<file path="src/rtl/shf_pkg.sv">
package shf_pkg;

    typedef enum logic [1:0] {
        OP_SLL = 2'b00,
        OP_SRL = 2'b01,
        OP_ALT = 2'b10,
        OP_SRA = 2'b11
    } shf_op_e;

    typedef enum logic [1:0] {
        ST_IDLE = 2'b00,
        ST_STEP = 2'b01,
        ST_DONE = 2'b10
    } shf_state_e;

    localparam int MODE_UNIT   = 0;
    localparam int MODE_TWO    = 1;
    localparam int MODE_BARREL = 2;

    function automatic logic op_is_right(input shf_op_e op);
        return (op == OP_SRL) || (op == OP_SRA);
    endfunction

    function automatic logic op_is_arith(input shf_op_e op);
        return op == OP_SRA;
    endfunction

endpackage

</file>
<file path="src/rtl/shf_stepper.sv">
// Fixed-distance shift by DIST positions, direction and fill chosen at run time.
module shf_stepper #(
    parameter int W    = 32,
    parameter int DIST = 1
) (
    input  logic [W-1:0] din,
    input  logic         right,
    input  logic         arith,
    output logic [W-1:0] dout
);
    logic fill;

    assign fill = arith & din[W-1];

    always_comb begin
        if (right) begin
            dout = {{DIST{fill}}, din[W-1:DIST]};
        end else begin
            dout = {din[W-DIST-1:0], {DIST{1'b0}}};
        end
    end

    initial begin
        assert (DIST > 0 && DIST < W)
            else $error("shf_stepper: DIST out of range");
    end
endmodule

</file>
<file path="src/rtl/shf_barrel.sv">
// Logarithmic shifter: stage i moves by 2**i when amount bit i is set.
module shf_barrel #(
    parameter int W     = 32,
    parameter int AMT_W = 5
) (
    input  logic [W-1:0]     din,
    input  logic [AMT_W-1:0] amt,
    input  logic             right,
    input  logic             arith,
    output logic [W-1:0]     dout
);
    logic [AMT_W:0][W-1:0] stage;

    assign stage[0] = din;

    for (genvar i = 0; i < AMT_W; i++) begin : g_stage
        logic [W-1:0] moved;

        shf_stepper #(
            .W    (W),
            .DIST (1 << i)
        ) u_step (
            .din   (stage[i]),
            .right (right),
            .arith (arith),
            .dout  (moved)
        );

        assign stage[i+1] = amt[i] ? moved : stage[i];
    end

    assign dout = stage[AMT_W];
endmodule

</file>
<file path="src/rtl/shf_ctrl.sv">
// Sequencer: counts the remaining distance and selects the step size.
module shf_ctrl
    import shf_pkg::*;
#(
    parameter int AMT_W = 5,
    parameter int MODE  = MODE_TWO,
    parameter int BIG   = 4
) (
    input  logic             clk_i,
    input  logic             rst_ni,
    input  logic             start_i,
    input  logic [AMT_W-1:0] amount_i,
    output logic             accept_o,
    output logic             step_o,
    output logic             big_o,
    output logic             busy_o,
    output logic             done_o
);
    localparam logic [AMT_W-1:0] BIG_AMT = AMT_W'(BIG);
    localparam logic [AMT_W-1:0] ONE_AMT = AMT_W'(1);
    localparam bit               USE_BIG = (MODE == MODE_TWO);
    localparam bit               ONE_SHOT = (MODE == MODE_BARREL);

    shf_state_e       state_q, state_d;
    logic [AMT_W-1:0] cnt_q, cnt_d;
    logic             accept, big;

    // Next-state and count logic
    always_comb begin
        state_d = state_q;
        cnt_d   = cnt_q;
        accept  = 1'b0;
        big     = 1'b0;
        unique case (state_q)
            ST_IDLE: begin
                if (start_i) begin
                    accept = 1'b1;
                    if (ONE_SHOT || amount_i == '0) begin
                        state_d = ST_DONE;     // accept-to-done
                        cnt_d   = '0;
                    end else begin
                        state_d = ST_STEP;     // accept-to-step
                        cnt_d   = amount_i;
                    end
                end
            end
            ST_STEP: begin
                big   = USE_BIG && (cnt_q >= BIG_AMT);
                cnt_d = big ? (cnt_q - BIG_AMT) : (cnt_q - ONE_AMT);
                if (cnt_d == '0) begin
                    state_d = ST_DONE;         // last-step
                end                            // else keep-stepping
            end
            ST_DONE: begin
                state_d = ST_IDLE;             // release
            end
            default: begin
                state_d = ST_IDLE;
                cnt_d   = '0;
            end
        endcase
    end

    // State register
    always_ff @(posedge clk_i or negedge rst_ni) begin
        if (!rst_ni) begin
            state_q <= ST_IDLE;
            cnt_q   <= '0;
        end else begin
            state_q <= state_d;
            cnt_q   <= cnt_d;
        end
    end

    // Outputs
    always_comb begin
        accept_o = accept;
        big_o    = big;
        step_o   = (state_q == ST_STEP);
        busy_o   = (state_q != ST_IDLE);
        done_o   = (state_q == ST_DONE);
    end

    // a stepping cycle always has distance left to cover
    assert_step_live_R5: assert property (@(posedge clk_i) disable iff (!rst_ni)
        (state_q == ST_STEP) |-> (cnt_q != '0));

    if (USE_BIG) begin : g_two_chk
        // once a one-bit step is taken, no four-bit step follows
        assert_big_first_R5: assert property (@(posedge clk_i) disable iff (!rst_ni)
            (step_o && !big_o) |=> !big_o);
    end

    if (ONE_SHOT) begin : g_barrel_chk
        // barrel mode finishes right after acceptance
        assert_barrel_one_cycle_R7: assert property (@(posedge clk_i) disable iff (!rst_ni)
            accept_o |=> (state_q == ST_DONE));
    end
endmodule

</file>
<file path="src/rtl/step_shifter.sv">
module step_shifter
    import shf_pkg::*;
#(
    parameter int DATA_W = 32,
    parameter int MODE   = MODE_TWO,
    parameter int BIG    = 4
) (
    input  logic                      clk_i,
    input  logic                      rst_ni,
    input  logic                      start_i,
    input  logic [1:0]                op_i,
    input  logic [DATA_W-1:0]         operand_i,
    input  logic [$clog2(DATA_W)-1:0] amount_i,
    output logic                      busy_o,
    output logic                      done_o,
    output logic [DATA_W-1:0]         result_o
);
    localparam int AMT_W = $clog2(DATA_W);

    shf_op_e           op_in, op_q;
    logic [DATA_W-1:0] data_q, load_w, small_w, big_w;
    logic              accept, step, big;
    logic              right_q, arith_q;

    assign op_in   = shf_op_e'(op_i);
    assign right_q = op_is_right(op_q);
    assign arith_q = op_is_arith(op_q);

    shf_ctrl #(
        .AMT_W (AMT_W),
        .MODE  (MODE),
        .BIG   (BIG)
    ) u_ctrl (
        .clk_i    (clk_i),
        .rst_ni   (rst_ni),
        .start_i  (start_i),
        .amount_i (amount_i),
        .accept_o (accept),
        .step_o   (step),
        .big_o    (big),
        .busy_o   (busy_o),
        .done_o   (done_o)
    );

    shf_stepper #(
        .W    (DATA_W),
        .DIST (1)
    ) u_small (
        .din   (data_q),
        .right (right_q),
        .arith (arith_q),
        .dout  (small_w)
    );

    if (MODE == MODE_TWO) begin : g_big
        shf_stepper #(
            .W    (DATA_W),
            .DIST (BIG)
        ) u_big (
            .din   (data_q),
            .right (right_q),
            .arith (arith_q),
            .dout  (big_w)
        );
    end else begin : g_no_big
        assign big_w = small_w;
    end

    if (MODE == MODE_BARREL) begin : g_barrel
        shf_barrel #(
            .W     (DATA_W),
            .AMT_W (AMT_W)
        ) u_barrel (
            .din   (operand_i),
            .amt   (amount_i),
            .right (op_is_right(op_in)),
            .arith (op_is_arith(op_in)),
            .dout  (load_w)
        );
    end else begin : g_no_barrel
        assign load_w = operand_i;
    end

    always_ff @(posedge clk_i or negedge rst_ni) begin
        if (!rst_ni) begin
            data_q <= '0;
            op_q   <= OP_SLL;
        end else if (accept) begin
            data_q <= load_w;
            op_q   <= op_in;
        end else if (step) begin
            data_q <= big ? big_w : small_w;
        end
    end

    assign result_o = data_q;

    // completion is a single-cycle pulse
    assert_done_single_R9: assert property (@(posedge clk_i) disable iff (!rst_ni)
        done_o |=> !done_o);

    // done only inside a busy window
    assert_done_busy_R9: assert property (@(posedge clk_i) disable iff (!rst_ni)
        done_o |-> busy_o);

    // arithmetic stepping never alters the sign bit
    assert_sra_sign_R4: assert property (@(posedge clk_i) disable iff (!rst_ni)
        (step && op_q == OP_SRA) |=> (result_o[DATA_W-1] == $past(result_o[DATA_W-1])));

    // zero distance completes next cycle with the operand untouched
    assert_zero_amt_R8: assert property (@(posedge clk_i) disable iff (!rst_ni)
        (start_i && !busy_o && amount_i == '0) |=> (done_o && result_o == $past(operand_i)));

    // a request arriving while busy does not replace the running operation
    assert_ignore_busy_R10: assert property (@(posedge clk_i) disable iff (!rst_ni)
        (busy_o && !done_o) |=> (op_q == $past(op_q)));
endmodule

</file>
<file path="config.mk">
export PLATFORM = sky130hd
export DESIGN_NAME = step_shifter
export DESIGN_NICKNAME = d
export VERILOG_FILES = /design/src/rtl/shf_pkg.sv /design/src/rtl/shf_stepper.sv /design/src/rtl/shf_barrel.sv /design/src/rtl/shf_ctrl.sv /design/src/rtl/step_shifter.sv
export SDC_FILE = /design/constraint.sdc
export NUM_CORES = 1
export LEC_CHECK = 0
export BUFFER_PORTS_ARGS = -buffer_cell sky130_fd_sc_hd__clkbuf_2
export CAP_MARGIN = 0
export CORE_UTILIZATION = 48
export CTS_CLUSTER_DIAMETER = 40
export CTS_CLUSTER_SIZE = 24
export DETAILED_ROUTE_END_ITERATION = 10
export GPL_TIMING_DRIVEN = 0
export PLACE_DENSITY = 0.77
export SYNTH_ARGS = -nofsm -noshare
export SYNTH_HDL_FRONTEND = slang
export SYNTH_SLANG_ARGS = --single-unit
export TNS_END_PERCENT = 5
</file>
<file path="constraint.sdc">
create_clock -name clk_i -period 2.25 [get_ports clk_i]
set_input_delay 0.1125 -clock clk_i [delete_from_list [all_inputs] [get_ports clk_i]]
set_output_delay 0.1125 -clock clk_i [all_outputs]
set_load 0.02 [all_outputs]
</file>
==> summary.txt, run 1 <==
Critical path
  • Worst setup EP type: register
  • CP dominant cell by count: buf_4
  • Max stage delay on crit path: 0.43 ns
  • CP Class: reg -> reg
  • CP bufs+invs: 4
  • CP cell instances: inv_2, ha_2, a2111oi_4, buf_4, buf_4, buf_8, nand2_1, a311oi_1, a221o_1
  • Top delay family on crit path: compound AO/OA/AOI/OAI gates
  • CP arrival: 2.43 ns
  • Critical Path RT: 2.50 ns
  • Worst path slowest cell: dfrtp_1
  • Startpoint class of the critical path: register
  • Crit path max fanout: 10

Cells and area
  • Filler cells: 522
  • N_diodes: 0
  • Area Overhead vs Synth: 21.7%
  • Nets: 473
  • Fin util: 0.618
  • Layout cells sized above 1: 0.281

Global route
  • Initial antenna violation count: 0
  • Gr usage total: 0.331
  • Gr ovfl total: 0
  • Number of global-route vias before repair: 3,077
  • Largest net degree at the start of global routing: 42
  • First-pass GRT wire length: 15,600 um

Floorplanning
  • Initial core utilization: 0.508
  • Top Ports: 76
  • Core Area: 5640 um^2
  • Die X: 79.3 um
  • Die area: 6280 um^2
  • Chip Height: 79.3 um
  • Row count: 27

STA
  • Actual slew at the worst max-slew pin: 1.08 ns
  • Worst rel slew slack: 0.281
  • Clk_skew: 0.00585 ns
  • RSZ-0062 raised after global routing: no
  • Final slew viol count: 0
  • Setup TNS: 0 ns
  • Endpoints failing setup: 0
  • Min Tclk post-route: 2.18 ns
  • Hold WS: -0.00419 ns
  • Hold Fails Final Rpt: 5
  • Worst Slack Setup Final: 0.0699 ns
  • Max Clock Freq: 459 MHz
  • Crit share post-route: 0.969

Logic synthesis
  • Seq/Total Area, Yosys: 0.358
  • Adder-cell share of the synthesized area: 0.0175
  • Number of flops mapped to enable cells by yosys: 0
  • Top-area cell type share of the netlist area: 0.358
  • Top_reg_cell synth: dfrtp_1
  • Mux share of post-synthesis cell area: 0.0982
  • Distinct cells, synth: 50
  • Syn nets: 385
  • Synth Area in Simple Gates: 0.181
  • Most common cell in the synthesized netlist: nand2_1
  • Area leader, netlist: dfrtp_1
  • Post-Synthesis Cells: 339
  • Async SR Flop Fraction: 1.00
  • Synth top area cells: dfrtp_1 (36%), nand2_1 (6.8%), a21oi_1 (5.4%)
  • Synth warn: 0
  • FF+latch count, synth: 41
  • XOR/XNOR Fraction of Synth Area: 0.00611
  • Syn Std Cell Area: 2870 um^2
  • Commonest cells post-synth: nand2_1 (52), dfrtp_1 (41), nor2_1 (34)
  • Largest family of logic cells by synthesized area: compound AO/OA/AOI/OAI gates
  • Synthesized area per cell: 8.46 um^2
  • Synth Area in Compound Gates: 0.273

Clock network
  • Clock tree buffer depth: 2
  • CTS tree: done
  • Max H-tree Level: 2
  • Clock root buffer: clkbuf_8
  • # clock sinks: 41
  • CTS Buf Count: 5
  • Clock slew at reported path FFs: 0.08 ns
  • Clock latency on the worst-skew pair: 0.31 ns

Power
  • Pwr Density: 1910 nW/um^2
  • P_leak: 1.58 nW
  • Peak supply drop: 0.767 mV

Placement
  • Place WS: -0.205 ns
  • GP Congestion: 0.930
  • Hpwl dp: 6910 um
  • Port Buf Inserts: 75

Outcome
  • Violated checks: hold timing
  • Status: complete, but fails checks

Flow run
  • Max Cap Viol: 0

Routing
  • Routed length per instance: 19.6 um
  • DRC: 0
  • WL final: 9790 um
  • Vias: 3,141
  • DR pass1 iterations: 5
  • Vias per cell: 6.29
  • Routed Antenna Nets: 0
  • DRT iter0 DRCs: 454

Min path
  • Min-delay worst type: in -> async
[metal layers]
metal / vias to the layer above / global-route usage / share of wire
met1: 1439 / 0.434 / 0.40
met3: 39 / 0.0690 / 0.11
li1: 1413 / - / -
met5: - / 0 / 0
met4: 0 / 0.171 / 0.033
met2: 250 / 0.515 / 0.45
[final timing paths]
check                                             from  cells past startpoint                           to  slack, ns
min reg2reg                        op_q[1]$_DFFE_PN0P_                      2          op_q[1]$_DFFE_PN0P_       0.57
max in group asynchronous                       rst_ni                      1  u_ctrl.cnt_q[2]$_DFFE_PN0P_       1.54
min                                             rst_ni                      1     result_o[23]$_DFFE_PN0P_     -0.004
max                        u_ctrl.cnt_q[3]$_DFFE_PN0P_                      9      result_o[3]$_DFFE_PN0P_       0.07
max reg2reg                u_ctrl.cnt_q[3]$_DFFE_PN0P_                      9      result_o[3]$_DFFE_PN0P_       0.07
min in group clk_i                        operand_i[1]                      3      result_o[1]$_DFFE_PN0P_       0.01
[layout by cell type, fill, tap and decap left out, types with 7 or more instances in the layout]
cell type  synthesis  routed
nand2_1           52      52
nand3_1            9       9
o21ai_0           31      30
clkbuf_2           0      78
nor2_1            34      34
clkbuf_1          16      16
buf_4              1       7
and3_1             9       9
a21oi_1           31      31
dfrtp_1           41      40
a31oi_1           13      13
[registers in the layout (all words and copies together) (netlist names)]
signal	flops
op_q	2
u_ctrl.state_q	2
result_o	32
u_ctrl.cnt_q	5
[area by class of cell]
type	count	area, um^2	area share
tap	72	90.1	0.0258
multi-input combinational	261	1670	0.478
clock buffer	7	86.3	0.0247
inverter	7	26.3	0.00753
timing repair buffer	81	423	0.121
buffer	30	169	0.0484
sequential	41	1030	0.294
[through the flow]
step	area [um^2]	std cells	power, mW
after floorplan	2870	339	4.62
after global placement	3330	486	5.79
after detailed placement	3330	486	5.90
after CTS	3460	498	6.50
after global routing	3490	499	7.10
final	3490	499	6.66
[power breakdown]
group	internal [mW]	leakage (nW)	switching, mW
Sequential	1.14	0.488	0.603
Combinational	1.87	1.05	2.53
Clock	0.244	0.0443	0.271
[repair_timing]
item | CTS | global route
pin swaps | 1 | 0
buffers inserted | 3 | 1
cloned | 1 | 0
hold buffers | 1 | 0
gates resized for setup | 2 | 13
setup endpoints to repair | 27 | 22
endpoints found under the hold margin | 1 | 0
[kinds of logic after synthesis]
logic type | count (synthesis)
compound gates | 120
mux | 17
fa+ha+maj | 4
simple gates | 118
buf+inv | 37
xor+xnor | 2
flops | 41
Note: power is estimated with default switching activity, not from simulation.
==> run 2: changes to the inputs <==
- BUFFER_PORTS_ARGS: -buffer_cell sky130_fd_sc_hd__clkbuf_2 -> -buffer_cell sky130_fd_sc_hd__buf_2
==> summary.txt, run 2 (synthesized netlist as in run 1, its figures left out) <==
Outcome
  • Status: finished, final reports clean

Global route
  • Number of global-route vias before repair: 3,007 (-2.3%)
  • Initial antenna violation count: 0 (unchanged)
  • Gr ovfl total: 0 (unchanged)
  • First-pass GRT wire length: 15,200 um (-2.8%)
  • Gr usage total: 0.319 (-0.0126)
  • Largest net degree at the start of global routing: 42 (unchanged)

Floorplanning
  • Die area: 6280 um^2 (unchanged)
  • Core Area: 5640 um^2 (unchanged)
  • Initial core utilization: 0.508 (unchanged)
  • Die X: 79.3 um (unchanged)
  • Row count: 27 (unchanged)
  • Top Ports: 76 (unchanged)
  • Chip Height: 79.3 um (unchanged)

Critical path
  • Reg2Reg Setup Slack: 0.12 ns (+0.05 ns)
  • Cells on worst reg2reg path: 8 (-1)
  • Worst setup EP type: register
  • CP arrival: 2.31 ns (-0.12 ns)
  • CP Class: reg -> reg
  • Startpoint class of the critical path: register
  • R2R Path End: result_o[30]$_DFFE_PN0P_
  • R2R Path Start: u_ctrl.cnt_q[1]$_DFFE_PN0P_
  • CP Launch Point: u_ctrl.cnt_q[1]$_DFFE_PN0P_
  • Crit path max fanout: 10 (unchanged)
  • Critical Path RT: 2.43 ns (-0.07 ns)

Routing
  • DR pass1 iterations: 6 (+1)
  • Routed length per instance: 19.3 um (-1.7%)
  • Vias: 3,183 (+1.3%)
  • Vias per cell: 6.33 (+0.53%)
  • DRT iter0 DRCs: 528 (+16%)
  • Routed Antenna Nets: 0 (unchanged)
  • DRC: 0 (unchanged)
  • WL final: 9700 um (-0.87%)

Clock network
  • CTS tree: done
  • # clock sinks: 41 (unchanged)
  • Clock latency on the worst-skew pair: 0.30 ns (about the same)
  • CTS Buf Count: 5 (unchanged)
  • Clock tree buffer depth: 2 (unchanged)
  • Clock root buffer: clkbuf_8
  • Max H-tree Level: 2 (unchanged)
  • Clock slew at reported path FFs: 0.08 ns (about the same)

Placement
  • DP Area: 3330 um^2 (unchanged)
  • Port Buf Inserts: 75 (unchanged)
  • Place WS: -0.270 ns (-0.0648 ns)
  • GP Congestion: 0.911 (-2.0%)
  • Hpwl dp: 6790 um (-1.8%)
  • Placed Cells: 486 (unchanged)

Power
  • Sequential share of power: 0.252 (-0.010)
  • Psw: 3.41 mW (+0.20%)
  • P_leak: 1.60 nW (+1.1%)
  • Peak supply drop: 0.904 mV (+18%)
  • Pwr Density: 1910 nW/um^2 (-0.11%)
  • Switch share: 0.501 (-0.0103)
  • Power share of the clock group: 0.081 (+0.004)
  • Pint: 3.40 mW (+4.4%)
  • Combinational share of power: 0.667 (+0.006)

Cells and area
  • Filler cells: 505 (-3.3%)
  • Commonest non-fill, non-tap cell in the layout: buf_2
  • Layout cells sized above 1: 0.285 (+0.00435)
  • FF+latch area: 1030 um^2 (unchanged)
  • N_diodes: 0 (unchanged)
  • Non-Filler Instances: 503 (+0.80%)
  • Multi-input combinational cell area: 1690 um^2 (+1.3%)
  • Nets: 476 (+0.63%)
  • Area Overhead vs Synth: 24.6%
  • Most frequent cells in the layout: buf_2 (79), nand2_1 (52), dfrtp_1 (40)
  • Final Instance Area: 3570 um^2 (+2.4%)
  • Max FFs per register: 32 (unchanged)

STA
  • Endpoints failing setup: 0 (unchanged)
  • Max Clock Freq: 469 MHz (+2.2%)
  • Worst Slack Setup Final: 0.116 ns (+0.0465 ns)
  • Actual slew at the worst max-slew pin: 0.985 ns (-0.0931 ns)
  • RSZ-0062 raised after global routing: no
  • Worst rel slew slack: 0.343 (+0.0621)
  • Final slew viol count: 0 (unchanged)
  • Setup TNS: 0 ns (unchanged)
  • Clk_skew: 0.00435 ns (-0.00150 ns)
  • Min Tclk post-route: 2.13 ns (-0.0465 ns)
  • Hold Fails Final Rpt: 0 (-5)
  • Crit share post-route: 0.948 (-0.0206)

Min path
  • Hold path endpoint: op_q[1]$_DFFE_PN0P_
  • Hold Path Origin: op_i[1]
  • Min-delay worst type: in -> reg
  • WHS Path Cells: 3

Flow run
  • Max Cap Viol: 0 (unchanged)
run 2: changes by cell type in the layout (fill, tap and decap cells not counted), moves of 2 or more:
cell and delta:
buf_1 +2, buf_12 +2, buf_2 +76, clkbuf_2 -77, inv_1 +2, inv_2 -2
run 2: what timing repair did:
item	in CTS	in global routing
hold buffers	1	0
pin swaps	1	1
setup buffers	7	1
endpoints found under the hold margin	38	0
gates resized for setup	3	11
endpoints found under the setup margin	32	15
run 2: worst max-delay path, cell delays in order, from the launching register on:
cell and delay (ns):
dfrtp_1 0.37, inv_1 0.10, ha_4 0.19, a2111oi_4 0.37, buf_4 0.22, buf_6 0.16, buf_6 0.17, a21oi_1 0.07
a221o_1 0.36
run 2: power groups by stage:
stage	clock, mW	sequential [mW]	combinational (mW)
floorplan	0	1.88	2.73
global placement	0	1.70	4.07
finish	0.550	1.72	4.55
global route	0.586	1.74	4.91
detailed placement	0	1.71	4.15
CTS	0.555	1.68	4.36
run 2: how the worst max path moves through the flow:
stage,end,slack (ns)
floorplan,result_o[26]$_DFFE_PN0P_,0.07
global placement,result_o[26]$_DFFE_PN0P_,-0.18
detailed placement,result_o[26]$_DFFE_PN0P_,-0.27
CTS,result_o[30]$_DFFE_PN0P_,0.03
global route,result_o[30]$_DFFE_PN0P_,0.008
finish,result_o[30]$_DFFE_PN0P_,0.12
run 2: through the flow:
stage           util  hold slack (ns)  power (mW)
5_1_grt        0.633           0.0151        7.24
4_1_cts        0.625          0.00593        6.60
2_1_floorplan      -           -0.183        4.62
3_5_place_dp   0.591            0.310        5.86
3_3_place_gp   0.591            0.302        5.77
6_report       0.633          0.00293        6.81
run 2: area by class of cell:
type                    instances  area share
plain buffers                  30      0.0470
clock buffers                   7      0.0270
clock inverters                 1     0.00140
inverters                       7     0.00736
multi-input cells             261       0.473
flip-flops and latches         41       0.288
well taps                      72      0.0252
repair buffers                 84       0.132
run 2: routing by layer:
layer / global-route usage / vias up / part of all wire
li1: - / 1429 / -
met1: 0.428 / 1484 / 0.41
met2: 0.499 / 237 / 0.45
met3: 0.0644 / 33 / 0.10
met4: 0.133 / 0 / 0.032
met5: 0 / - / 0
